File: src/rtl/cfg_port_pkg.sv
package cfg_port_pkg;

   typedef enum logic [1:0] {
      KS_LOCKED = 2'd0,
      KS_ARMED  = 2'd1,
      KS_OPEN   = 2'd2
   } key_state_e;

   typedef struct packed {
      logic idx_wr;
      logic idx_rd;
      logic dat_wr;
      logic dat_rd;
   } win_hit_t;

endpackage

File: src/rtl/cfg_port_decode.sv
module cfg_port_decode
   import cfg_port_pkg::*;
#(
   parameter int              AW     = 16,
   parameter logic [AW-1:0]   BASE_A = 16'h002E,
   parameter logic [AW-1:0]   BASE_B = 16'h004E
) (
   input  logic          strap,
   input  logic [AW-1:0] addr,
   input  logic          wr,
   input  logic          rd,
   output win_hit_t      hit
);
   localparam logic [AW-1:0] STEP = AW'(1);

   logic [AW-1:0] base_q;
   logic          at_idx;
   logic          at_dat;

   if (BASE_A[0] || BASE_B[0]) begin : g_bad_align
      $error("window bases must be even");
   end
   if (BASE_A == BASE_B) begin : g_bad_same
      $error("window bases must differ");
   end

   always_comb begin
      base_q = strap ? BASE_B : BASE_A;
      at_idx = (addr == base_q);
      at_dat = (addr == base_q + STEP);
      hit.idx_wr = at_idx & wr;
      hit.idx_rd = at_idx & rd;
      hit.dat_wr = at_dat & wr;
      hit.dat_rd = at_dat & rd;
   end
endmodule

File: src/rtl/cfg_port_keylock.sv
module cfg_port_keylock
   import cfg_port_pkg::*;
#(
   parameter int            DW        = 8,
   parameter logic [DW-1:0] KEY_OPEN  = 8'h87,
   parameter logic [DW-1:0] KEY_CLOSE = 8'hAA
) (
   input  logic          clk,
   input  logic          rst_n,
   input  logic          idx_wr,
   input  logic [DW-1:0] wdata,
   output logic          unlocked
);
   key_state_e st_q, st_d;

   if (KEY_OPEN == KEY_CLOSE) begin : g_bad_keys
      $error("open and close keys must differ");
   end

   always_comb begin
      st_d = st_q;
      if (idx_wr) begin
         unique case (st_q)
            KS_LOCKED: st_d = (wdata == KEY_OPEN)  ? KS_ARMED  : KS_LOCKED;
            KS_ARMED:  st_d = (wdata == KEY_OPEN)  ? KS_OPEN   : KS_LOCKED;
            KS_OPEN:   st_d = (wdata == KEY_CLOSE) ? KS_LOCKED : KS_OPEN;
            default:   st_d = KS_LOCKED;
         endcase
      end
   end

   always_ff @(posedge clk or negedge rst_n) begin
      if (!rst_n) st_q <= KS_LOCKED;
      else        st_q <= st_d;
   end

   assign unlocked = (st_q == KS_OPEN);
endmodule

File: src/rtl/cfg_port_regs.sv
module cfg_port_regs
   import cfg_port_pkg::*;
#(
   parameter int            DW         = 8,
   parameter int            NUM_BANKS  = 5,
   parameter logic [DW-1:0] KEY_CLOSE  = 8'hAA,
   parameter logic [DW-1:0] SEL_IDX    = 8'h07,
   parameter logic [DW-1:0] ID_IDX     = 8'h20,
   parameter logic [DW-1:0] LOCAL_BASE = 8'h30,
   parameter logic [DW-1:0] REVISION   = 8'h11,
   parameter logic [2*DW-1:0] VENDOR   = 16'h1934
) (
   input  logic          clk,
   input  logic          rst_n,
   input  logic          unlocked,
   input  win_hit_t      hit,
   input  logic [DW-1:0] wdata,
   input  logic [DW-1:0] dev_rdata,
   output logic [DW-1:0] rdata,
   output logic [DW-1:0] sel_q,
   output logic [DW-1:0] idx_q,
   output logic          dev_wr,
   output logic          dev_rd
);
   localparam logic [DW-1:0] ID_LO  = ID_IDX + DW'(1);
   localparam logic [DW-1:0] REV_AT = ID_IDX + DW'(2);
   localparam logic [DW-1:0] VEN_HI = ID_IDX + DW'(3);
   localparam logic [DW-1:0] VEN_LO = ID_IDX + DW'(4);

   logic [2*DW-1:0] chip_id;
   logic [DW-1:0]   glob_rd;
   logic            is_local;

   if (DW < 8) begin : g_bad_dw
      $error("data width below one byte");
   end
   if (VEN_LO >= LOCAL_BASE || SEL_IDX >= ID_IDX) begin : g_bad_map
      $error("global register map overlaps device space");
   end

   if (NUM_BANKS == 8) begin : g_id8
      assign chip_id = (2*DW)'(16'h0909);
   end else if (NUM_BANKS == 5) begin : g_id5
      assign chip_id = (2*DW)'(16'h0541);
   end else begin : g_bad_banks
      $error("NUM_BANKS must be 5 or 8");
      assign chip_id = '0;
   end

   assign is_local = (idx_q >= LOCAL_BASE);
   assign dev_wr   = unlocked & hit.dat_wr & is_local;
   assign dev_rd   = unlocked & hit.dat_rd & is_local;

   always_ff @(posedge clk or negedge rst_n) begin
      if (!rst_n) begin
         idx_q <= '0;
         sel_q <= '0;
      end else if (unlocked) begin
         if (hit.idx_wr && wdata != KEY_CLOSE) idx_q <= wdata;
         if (hit.dat_wr && idx_q == SEL_IDX)   sel_q <= wdata;
      end
   end

   always_comb begin
      unique case (idx_q)
         SEL_IDX: glob_rd = sel_q;
         ID_IDX:  glob_rd = chip_id[2*DW-1:DW];
         ID_LO:   glob_rd = chip_id[DW-1:0];
         REV_AT:  glob_rd = REVISION;
         VEN_HI:  glob_rd = VENDOR[2*DW-1:DW];
         VEN_LO:  glob_rd = VENDOR[DW-1:0];
         default: glob_rd = '0;
      endcase
   end

   always_comb begin
      rdata = '1;
      if (unlocked) begin
         if (hit.idx_rd)      rdata = idx_q;
         else if (hit.dat_rd) rdata = is_local ? dev_rdata : glob_rd;
      end
   end
endmodule

File: src/rtl/cfg_port.sv
module cfg_port
   import cfg_port_pkg::*;
#(
   parameter int            AW        = 16,
   parameter int            DW        = 8,
   parameter int            NUM_BANKS = 5,
   parameter logic [AW-1:0] BASE_A    = 16'h002E,
   parameter logic [AW-1:0] BASE_B    = 16'h004E,
   parameter logic [DW-1:0] KEY_OPEN  = 8'h87,
   parameter logic [DW-1:0] KEY_CLOSE = 8'hAA,
   parameter logic [DW-1:0] SEL_IDX   = 8'h07,
   parameter logic [DW-1:0] LOCAL_BASE = 8'h30,
   parameter logic [DW-1:0] REVISION  = 8'h11
) (
   input  logic          clk,
   input  logic          rst_n,
   input  logic          base_strap,
   input  logic [AW-1:0] io_addr,
   input  logic          io_wr,
   input  logic          io_rd,
   input  logic [DW-1:0] io_wdata,
   output logic [DW-1:0] io_rdata,
   output logic          io_claim,
   output logic [DW-1:0] dev_ldn,
   output logic [DW-1:0] dev_idx,
   output logic          dev_wr,
   output logic          dev_rd,
   output logic [DW-1:0] dev_wdata,
   input  logic [DW-1:0] dev_rdata
);
   win_hit_t hit;
   logic     unlocked;
   logic     idx_wr_hit;
   logic     dat_wr_hit;

   cfg_port_decode #(.AW(AW), .BASE_A(BASE_A), .BASE_B(BASE_B)) u_dec (
      .strap (base_strap),
      .addr  (io_addr),
      .wr    (io_wr),
      .rd    (io_rd),
      .hit   (hit)
   );

   cfg_port_keylock #(.DW(DW), .KEY_OPEN(KEY_OPEN), .KEY_CLOSE(KEY_CLOSE)) u_key (
      .clk      (clk),
      .rst_n    (rst_n),
      .idx_wr   (hit.idx_wr),
      .wdata    (io_wdata),
      .unlocked (unlocked)
   );

   cfg_port_regs #(
      .DW(DW), .NUM_BANKS(NUM_BANKS), .KEY_CLOSE(KEY_CLOSE),
      .SEL_IDX(SEL_IDX), .LOCAL_BASE(LOCAL_BASE), .REVISION(REVISION)
   ) u_regs (
      .clk       (clk),
      .rst_n     (rst_n),
      .unlocked  (unlocked),
      .hit       (hit),
      .wdata     (io_wdata),
      .dev_rdata (dev_rdata),
      .rdata     (io_rdata),
      .sel_q     (dev_ldn),
      .idx_q     (dev_idx),
      .dev_wr    (dev_wr),
      .dev_rd    (dev_rd)
   );

   assign idx_wr_hit = hit.idx_wr;
   assign dat_wr_hit = hit.dat_wr;
   assign io_claim   = hit.idx_rd | hit.dat_rd;
   assign dev_wdata  = io_wdata;
endmodule

File: config.mk
export PLATFORM = sky130hd
export DESIGN_NAME = cfg_port
export DESIGN_NICKNAME = d
export VERILOG_FILES = /design/src/rtl/cfg_port_pkg.sv /design/src/rtl/cfg_port_decode.sv /design/src/rtl/cfg_port_keylock.sv /design/src/rtl/cfg_port_regs.sv /design/src/rtl/cfg_port.sv
export SDC_FILE = /design/constraint.sdc
export NUM_CORES = 1
export LEC_CHECK = 0
export BUFFER_PORTS_ARGS = -buffer_cell sky130_fd_sc_hd__buf_2
export CORE_MARGIN = 2
export CORE_UTILIZATION = 43
export CTS_CLUSTER_SIZE = 10
export DETAILED_ROUTE_END_ITERATION = 12
export PLACE_DENSITY = 0.79
export SYNTH_ARGS = -nofsm -noshare
export SYNTH_HDL_FRONTEND = slang
export SYNTH_SLANG_ARGS = --single-unit
File: constraint.sdc
create_clock -name clk -period 2.78 [get_ports clk]
set_input_delay 0.556 -clock clk [delete_from_list [all_inputs] [get_ports clk]]
set_output_delay 0.556 -clock clk [all_outputs]
set_load 0.02 [all_outputs]
==> results of run 1 <==
## cells in the final DEF (no fill, tap or decap)
cell and n:
buf_4 12, o211ai_1 1, dfrtp_1 18, a41oi_1 1, nor2_2 2, a211oi_2 1, o21ai_0 4, a21oi_1 3
nand4_1 6, a221oi_2 2, nand2_1 12, a31oi_1 2, mux2i_1 1, buf_2 66, a211oi_1 2, and4_1 2
nor2b_1 3, a22o_1 1, a211o_1 1, nand3_1 1, nor4_4 1, nand4b_1 1, mux2_2 16, or3b_4 1
a2111oi_4 1, clkbuf_4 3, o22ai_2 1, or4_4 1, nor3_2 1, inv_1 1, a221oi_1 2, o21ai_1 3
buf_6 4, nor3b_1 1, nand2b_1 1, nor4bb_1 1, nor2_1 13, nor4_1 2, nand3b_1 1
## final timing paths
kind                            startpoint         endpoint  slack (ns)  depth (start not counted)
hold / removal                       rst_n  u_regs.sel_q[1]        0.19                          1
setup / recovery                io_addr[4]      io_rdata[2]       -0.13                          8
max in group asynchronous            rst_n  u_regs.sel_q[7]        2.31                          1
min in group clk             u_key.st_q[0]    u_key.st_q[0]        0.53                          1
hold reg to reg              u_key.st_q[0]    u_key.st_q[0]        0.53                          1
setup reg to reg           u_regs.idx_q[3]  u_regs.sel_q[7]        0.81                          6
## synth_stat cells
cell and count:
a2111oi_4 1, a211o_1 1, a211oi_1 3, a21oi_1 3, a221oi_1 4, a22o_1 1
a31oi_1 2, a41oi_1 1, and4_1 2, buf_2 1, buf_4 8, clkbuf_1 3
dfrtp_1 18, inv_1 1, mux2_2 16, mux2i_1 1, nand2_1 12, nand2b_1 1
nand3_1 1, nand3b_1 1, nand4_1 6, nand4b_1 1, nor2_1 15, nor2b_1 3
nor3_1 1, nor3b_1 1, nor4_1 2, nor4_4 1, nor4bb_1 1, o211ai_1 1
o21ai_0 7, o22ai_1 1, or3b_1 1, or4_1 1
## where the power goes
group          internal, mW  switching [mW]  total, mW  leakage [nW]
Sequential            0.262       0.0000114      0.262         0.252
Clock                0.0502          0.0699      0.120        0.0138
Combinational        0.0279          0.0327     0.0606         0.630
## through the flow
stage	hold slack (ns)	std cells
2_1_floorplan	0.260	123
3_3_place_gp	0.492	220
3_5_place_dp	0.502	220
4_1_cts	0.190	225
5_1_grt	0.192	227
6_report	0.189	227
## worst max-delay path: stages
cell and delay (ns):
buf_2 0.10, or4_4 0.54, a2111oi_4 0.24, nand4_1 0.21, buf_6 0.18, a221oi_1 0.24
o21ai_0 0.10, buf_2 0.19
## registers in the layout (all words and copies together) (netlist names)
name,cells
u_regs.idx_q,8
u_key.st_q,2
u_regs.sel_q,8
## per-layer routing
metal	up-vias	part of all wire, %	global-route usage [%]
met5	-	0	0
met4	0	0.54	6.46
met3	4	5.1	2.30
met2	50	53	39.2
met1	628	42	28.1
li1	605	-	-
## cell families after synthesis
logic type,after synthesis
mux,17
compound gates,25
simple gates,50
buf+inv,13
flops,18
## repair_timing
| item | in CTS | in global routing |
|---|---|---|
| cloned | 0 | 1 |
| resized for setup | 8 | 11 |
| hold buffers | 0 | 0 |
| setup endpoints to repair | 7 | 11 |
| buffers inserted | 2 | 1 |
| pin swaps | 1 | 4 |
## area by class of cell
class                      count  area (sq um)
clock buffer                   3          22.5
fill                         245          1010
sequential                    18           450
inverter                       1          3.75
tap                           31          38.8
multi-input combinational     92           693
timing repair buffer          82           465
==> impl_metrics.yaml, run 1 <==
floorplan:
  ios: 72
  die_x_microns: 56.5
  die_area_sq_mm: 0.00319
  floorplan.initialDensity_pct: 44.1
  coreArea_sq_mm: 0.00269
  rows: 19
  fp.dieH_microns: 56.5
timing:
  setup_slack_ns: -0.126
  drv_slew: 0
  period_share_pct: 105
  post-route-min-period_ns: 2.91
  worst_slew_pin_slew_ns: 0.560
  slew_headroom_pct: 62.6
  hold_violations: 0
  rsz0062_at_grt: "true"
  finalSetupTns_ns: -0.518
  skew_ns: 0.00324
  setup_viol: 8
  fmax_mhz: 344
cts:
  clkSlewWorstSetupHoldPaths_ns: 0.09
  clk_path_buf_depth: 2
  numClockSinks: 18
  tritoncts: "done"
  cts_htree_levels: 1
  clock_latency_ns: 0.28
  numCtsBuffers: 3
  cts-root-buf: "clkbuf_4"
status:
  outcome: "finished with violations"
  failed_checks: "negative setup slack"
yosys:
  synth_top_family_by_area: "simple AND/OR/NAND/NOR gates"
  synthXorXnorAreaFrac_pct: 0
  ys_types: 34
  synth-simple-area-share_pct: 23.3
  syn_area_sq_mm: 0.00118
  syn_nets: 160
  synthMuxAreaShare_pct: 16.1
  ys_warn_count: 0
  synthAdderAreaFrac_pct: 0
  synth-compound-area-share_pct: 15.9
  ys_ff_latch: 18
  synth-seq-area-share_pct: 38.1
  synthCells: 123
  yosysTopAreaCellShare_pct: 38.1
  yosys.area.top_type: "dfrtp_1"
  avgSynthCellArea_sq_um: 9.62
  synth.area.top_cells: "dfrtp_1 (38%), mux2_2 (15%), buf_4 (5.1%), nor2_1 (4.8%), nand2_1 (3.8%)"
critical_path:
  path_max_fanout: 5
  cp-end-kind: "primary output"
  crit_required_ns: 2.22
  cp.arrival_ns: 2.35
  start_kind: "input port"
  critical_path_class: "input port to primary output"
placement:
  pre_cts_ws_ns: -0.102
  portBuffers: 71
  dpl_cell_area_sq_mm: 0.00155
  hpwl_microns: 2690
  gp_congestion: 0.823
power_and_ir_drop:
  leakage_nw: 0.895
  p_per_area_mw_per_mm2: 264
  p_total_mw: 0.442
  irDropWorstVdd_mv: 0.298
final_layout:
  design_area_sq_mm: 0.00167
  drive_above_1_share_pct: 57.1
  antennaDiodeCount: 0
  nets: 235
  final_core_util_pct: 62.3
  syn2layout_area_growth_pct: 41.4
routing:
  finalWirelength_microns: 3540
  dr.first_iter.drc_count: 26
  ant_nets: 0
  wire_per_inst_microns: 15.6
  viasPerCell: 5.67
  first_pass_iters: 4
  num_vias: 1287
  drcViolationCount: 0
global_routing:
  overflow: 0
  grt_pass1_vias: 1222
  grt_pass1_wl_microns: 5680
  grt_start_max_net_pins: 19
  antenna_found_initial: 0
  grtUsageTotal_pct: 22.1
job:
  maxCapViolCount: 0
hold_path:
  hold_path_class: "input port to asynchronous set/reset pin"
Note: power is estimated with default switching activity, not from simulation.
==> run 2: changes to the inputs <==
PLACE_DENSITY = 0.77   (was 0.79)
==> impl_metrics.yaml, run 2 (same netlist as run 1, synthesis figures left out) <==
status:
  outcome: "finished with violations"
  failed_checks: "negative setup slack"
critical_path:
  path_max_fanout: 9
  r2r-start: "u_regs.idx_q[3]"
  critical_path_class: "input port to primary output"
  cp-end-kind: "primary output"
  r2r_cells: 6
  reg2reg_slack_ns: 0.81
  cp.arrival_ns: 2.23
  rr_endpoint: "u_regs.sel_q[4]"
  crit_required_ns: 2.22
  start_kind: "input port"
floorplan:
  rows: 19
  die_area_sq_mm: 0.00319
  die_x_microns: 56.5
  floorplan.initialDensity_pct: 44.1
  ios: 72
  fp.dieH_microns: 56.5
  coreArea_sq_mm: 0.00269
power_and_ir_drop:
  p_total_mw: 0.445
  irDropWorstVdd_mv: 0.316
  leakage_nw: 0.876
  p_per_area_mw_per_mm2: 272
job:
  maxCapViolCount: 0
timing:
  period_share_pct: 100
  worst_slew_pin_slew_ns: 0.522
  post-route-min-period_ns: 2.79
  drv_slew: 0
  slew_headroom_pct: 64.9
  rsz0062_at_grt: "true"
  setup_slack_ns: -0.0109
  skew_ns: 0.00423
  hold_ws_ns: 0.176
  fmax_mhz: 358
  hold_violations: 0
  setup_viol: 1
global_routing:
  antenna_found_initial: 0
  grt_pass1_wl_microns: 5230
  grtUsageTotal_pct: 20.1
  overflow: 0
  grt_pass1_vias: 1175
  grt_start_max_net_pins: 19
cts:
  cts-root-buf: "clkbuf_4"
  numCtsBuffers: 3
  cts_htree_levels: 1
  cts_hold_buf: 0
  clk_path_buf_depth: 2
  numClockSinks: 18
  clock_latency_ns: 0.28
  clkSlewWorstSetupHoldPaths_ns: 0.10
  tritoncts: "done"
routing:
  wire_per_inst_microns: 15.0
  ant_nets: 0
  viasPerCell: 5.63
  num_vias: 1255
  finalWirelength_microns: 3340
  first_pass_iters: 4
  dr.first_iter.drc_count: 42
  drcViolationCount: 0
final_layout:
  drive_above_1_share_pct: 55.7
  final_cell_mix: "buf_2 (67), dfrtp_1 (18), mux2_2 (16), nor2_1 (14), nand2_1 (12)"
  syn2layout_area_growth_pct: 38.2
  layout_commonest_cell: "buf_2"
  nets: 231
  antennaDiodeCount: 0
  largestRegisters: "u_regs.idx_q: 8 flops, u_regs.sel_q: 8 flops, u_key.st_q: 2 flops"
placement:
  hpwl_microns: 2640
  gp_congestion: 0.833
  portBuffers: 71
hold_path:
  hold_path_class: "input port to asynchronous set/reset pin"
## run 2: final cells by class
cell class                 count  area (sq um)
multi-input combinational     92           691
inverter                       1          3.75
tap                           31          38.8
clock buffer                   3          22.5
fill                         246          1050
timing repair buffer          78           429
sequential                    18           450
## run 2: worst max-delay path, cell delays in order
cell and delay [ns]:
buf_6 0.09, or4_4 0.53, a2111oi_4 0.23, buf_4 0.17, nand4_1 0.10, buf_6 0.17, o22ai_1 0.14, nand2_1 0.07
buf_2 0.18
## run 2: stage by stage
step	setup TNS, ns	setup slack [ns]	instances	utilization (%)	cell area [sq um]
2_1_floorplan	0	0.0187	123	-	1180
3_3_place_gp	-0.120	-0.0315	219	57.6	1550
3_5_place_dp	-0.383	-0.101	219	57.6	1550
4_1_cts	-0.0245	-0.0200	223	59.8	1610
5_1_grt	-0.819	-0.121	223	60.9	1640
6_report	-0.0109	-0.0109	223	60.9	1640
## run 2: layer usage
metal / up-vias / wire, microns / global-route usage (%)
li1: 603 / - / -
met1: 611 / 1340 / 26.0
met2: 39 / 1840 / 35.5
met3: 2 / 143 / 1.38
met4: 0 / 13 / 6.46
met5: - / 0 / 0
## run 2: what timing repair did
item | CTS | global route
endpoints found under the setup margin | 7 | 9
pin swaps | 3 | 1
setup buffers | 1 | 0
gates resized for setup | 8 | 7
## run 2: worst max path at each step
stage | from | end | slack, ns
5_1_grt | io_addr[4] | io_rdata[7] | -0.12
3_5_place_dp | io_addr[6] | io_rdata[1] | -0.10
4_1_cts | io_addr[4] | io_rdata[4] | -0.02
2_1_floorplan | io_addr[4] | io_rdata[2] | 0.02
6_report | io_addr[4] | io_rdata[4] | -0.01
3_3_place_gp | io_addr[4] | io_rdata[2] | -0.03
## run 2: power by group
group	internal (mW)	switching, mW
registers	0.262	0.0000109
logic	0.0269	0.0324
clock network	0.0502	0.0738
==> run 3: changes to the inputs <==
CORE_UTILIZATION = 38   (was 43)
PLACE_DENSITY = 0.72   (was 0.77)
REMOVE_ABC_BUFFERS = 1   (was default)
clock period = 2.4 ns   (was 2.78 ns; I/O delays follow)
==> impl_metrics.yaml, run 3 (same netlist as run 1, synthesis figures left out) <==
status:
  outcome: "finished with violations"
  failed_checks: "negative setup slack"
global_routing:
  top_usage_layer: "met2"
  antenna_found_initial: 0
  overflow: 0
  grtUsageTotal_pct: 20.3
  grt_use_met2_pct: 36.2
  grt_pass1_wl_microns: 5580
  grt_use_met3_pct: 3.03
  met1_usage_pct: 24.4
  grt_pass1_vias: 1241
  grt_start_max_net_pins: 19
final_layout:
  multi_input_area_sq_um: 736
  antennaDiodeCount: 0
  final_core_util_pct: 59.0
  layout.area.seq_sq_um: 450
  largestRegisters: "u_regs.idx_q: 8 flops, u_regs.sel_q: 8 flops, u_key.st_q: 2 flops"
  syn2layout_area_growth_pct: 49.8
  drive_above_1_share_pct: 60.6
  design_area_sq_mm: 0.00177
  layout_commonest_cell: "buf_2"
  fillers: 271
  nets: 236
  final_cell_mix: "buf_2 (59), dfrtp_1 (18), mux2_2 (16), buf_4 (16)"
floorplan:
  rows: 20
  die_area_sq_mm: 0.00358
  fp.dieH_microns: 59.8
  coreArea_sq_mm: 0.00300
  floorplan.initialDensity_pct: 39.4
  die_x_microns: 59.8
  ios: 72
power_and_ir_drop:
  irDropWorstVdd_mv: 0.327
  pwr-share-seq_pct: 54.4
  p_sw_mw: 0.130
  internal_power_mw: 0.428
  clkPwrFrac_pct: 33.0
  p_sw_share_pct: 23.2
  p_per_area_mw_per_mm2: 314
  leakage_nw: 0.931
  pwr-share-comb_pct: 12.7
critical_path:
  cp.arrival_ns: 2.23
  start_kind: "input port"
  path_max_fanout: 5
  crit_required_ns: 1.92
  cp-end-kind: "primary output"
  critical_path_class: "input port to primary output"
hold_path:
  hold_path_class: "input port to asynchronous set/reset pin"
timing:
  fmax_mhz: 369
  period_share_pct: 113
  skew_ns: 0.00100
  slew_headroom_pct: 65.6
  drv_slew: 0
  rsz0062_at_grt: "true"
  setup_slack_ns: -0.307
  setup_viol: 11
  worst_slew_pin_slew_ns: 0.515
  post-route-min-period_ns: 2.71
  finalSetupTns_ns: -2.74
  hold_violations: 0
cts:
  clk_path_buf_depth: 2
  clkSlewWorstSetupHoldPaths_ns: 0.10
  tritoncts: "done"
  cts_htree_levels: 1
  cts-root-buf: "clkbuf_4"
  numCtsBuffers: 3
  numClockSinks: 18
  clock_latency_ns: 0.29
placement:
  hpwl_microns: 2680
  portBuffers: 71
  dpl_cell_area_sq_mm: 0.00156
  pre_cts_ws_ns: -0.309
  gp_congestion: 0.810
routing:
  first_pass_iters: 4
  drcViolationCount: 0
  num_vias: 1273
  wire_per_inst_microns: 15.2
  ant_nets: 0
  viasPerCell: 5.51
  finalWirelength_microns: 3520
  dr.first_iter.drc_count: 47
job:
  maxCapViolCount: 0
[run 3: metrics by stage]
step / cells / hold WS, ns / power (mW)
2_1_floorplan: 111 / 0.184 / 0.316
3_3_place_gp: 222 / 0.421 / 0.373
3_5_place_dp: 222 / 0.433 / 0.375
4_1_cts: 230 / 0.109 / 0.561
5_1_grt: 231 / 0.112 / 0.587
6_report: 231 / 0.101 / 0.557
[run 3: metal layers]
| metal | up-vias | routed length [microns] |
|---|---|---|
| li1 | 608 | - |
| met1 | 629 | 1460 |
| met2 | 30 | 1890 |
| met3 | 6 | 133 |
| met4 | 0 | 32 |
| met5 | - | 0 |
[run 3: area by class of cell]
cell class / instances / area share (%)
flip-flops and latches: 18 / 25.4
well taps: 33 / 2.33
clock buffers: 4 / 2.05
multi-input cells: 92 / 41.5
repair buffers: 83 / 28.5
inverters: 1 / 0.212
[run 3: final timing paths]
kind | startpoint | end | slack, ns | cells after the start
max in group asynchronous | rst_n | u_regs.idx_q[7] | 2.01 | 1
setup reg to reg | u_regs.idx_q[4] | u_regs.sel_q[7] | 0.41 | 6
setup / recovery | io_addr[12] | io_rdata[1] | -0.31 | 8
hold reg to reg | u_key.st_q[0] | u_key.st_q[0] | 0.53 | 1
min in group clk | io_wdata[1] | u_regs.idx_q[1] | 0.45 | 2
hold / removal | rst_n | u_regs.sel_q[0] | 0.10 | 1
[run 3: critical path: stages]
cell and delay, ns:
buf_6 0.09, or4_4 0.53, a2111oi_4 0.25, nand4_1 0.23, buf_6 0.20, a221oi_2 0.16
o21ai_1 0.10, buf_4 0.19
[run 3: timing repair]
item                       4_1_cts  5_1_grt
gates resized for setup         39        5
gates cloned                     1        1
hold buffers                     0        0
pin swaps                        7        4
setup endpoints to repair       11       11
buffers inserted                 3        0
[run 3: power by group through the flow]
| stage | sequential, mW | clock, mW | combinational [mW] |
|---|---|---|---|
| after global routing | 0.303 | 0.207 | 0.0769 |
| after CTS | 0.303 | 0.189 | 0.0696 |
| after floorplan | 0.309 | 0 | 0.00704 |
| after global placement | 0.309 | 0 | 0.0641 |
| after detailed placement | 0.309 | 0 | 0.0661 |
| final | 0.303 | 0.184 | 0.0706 |
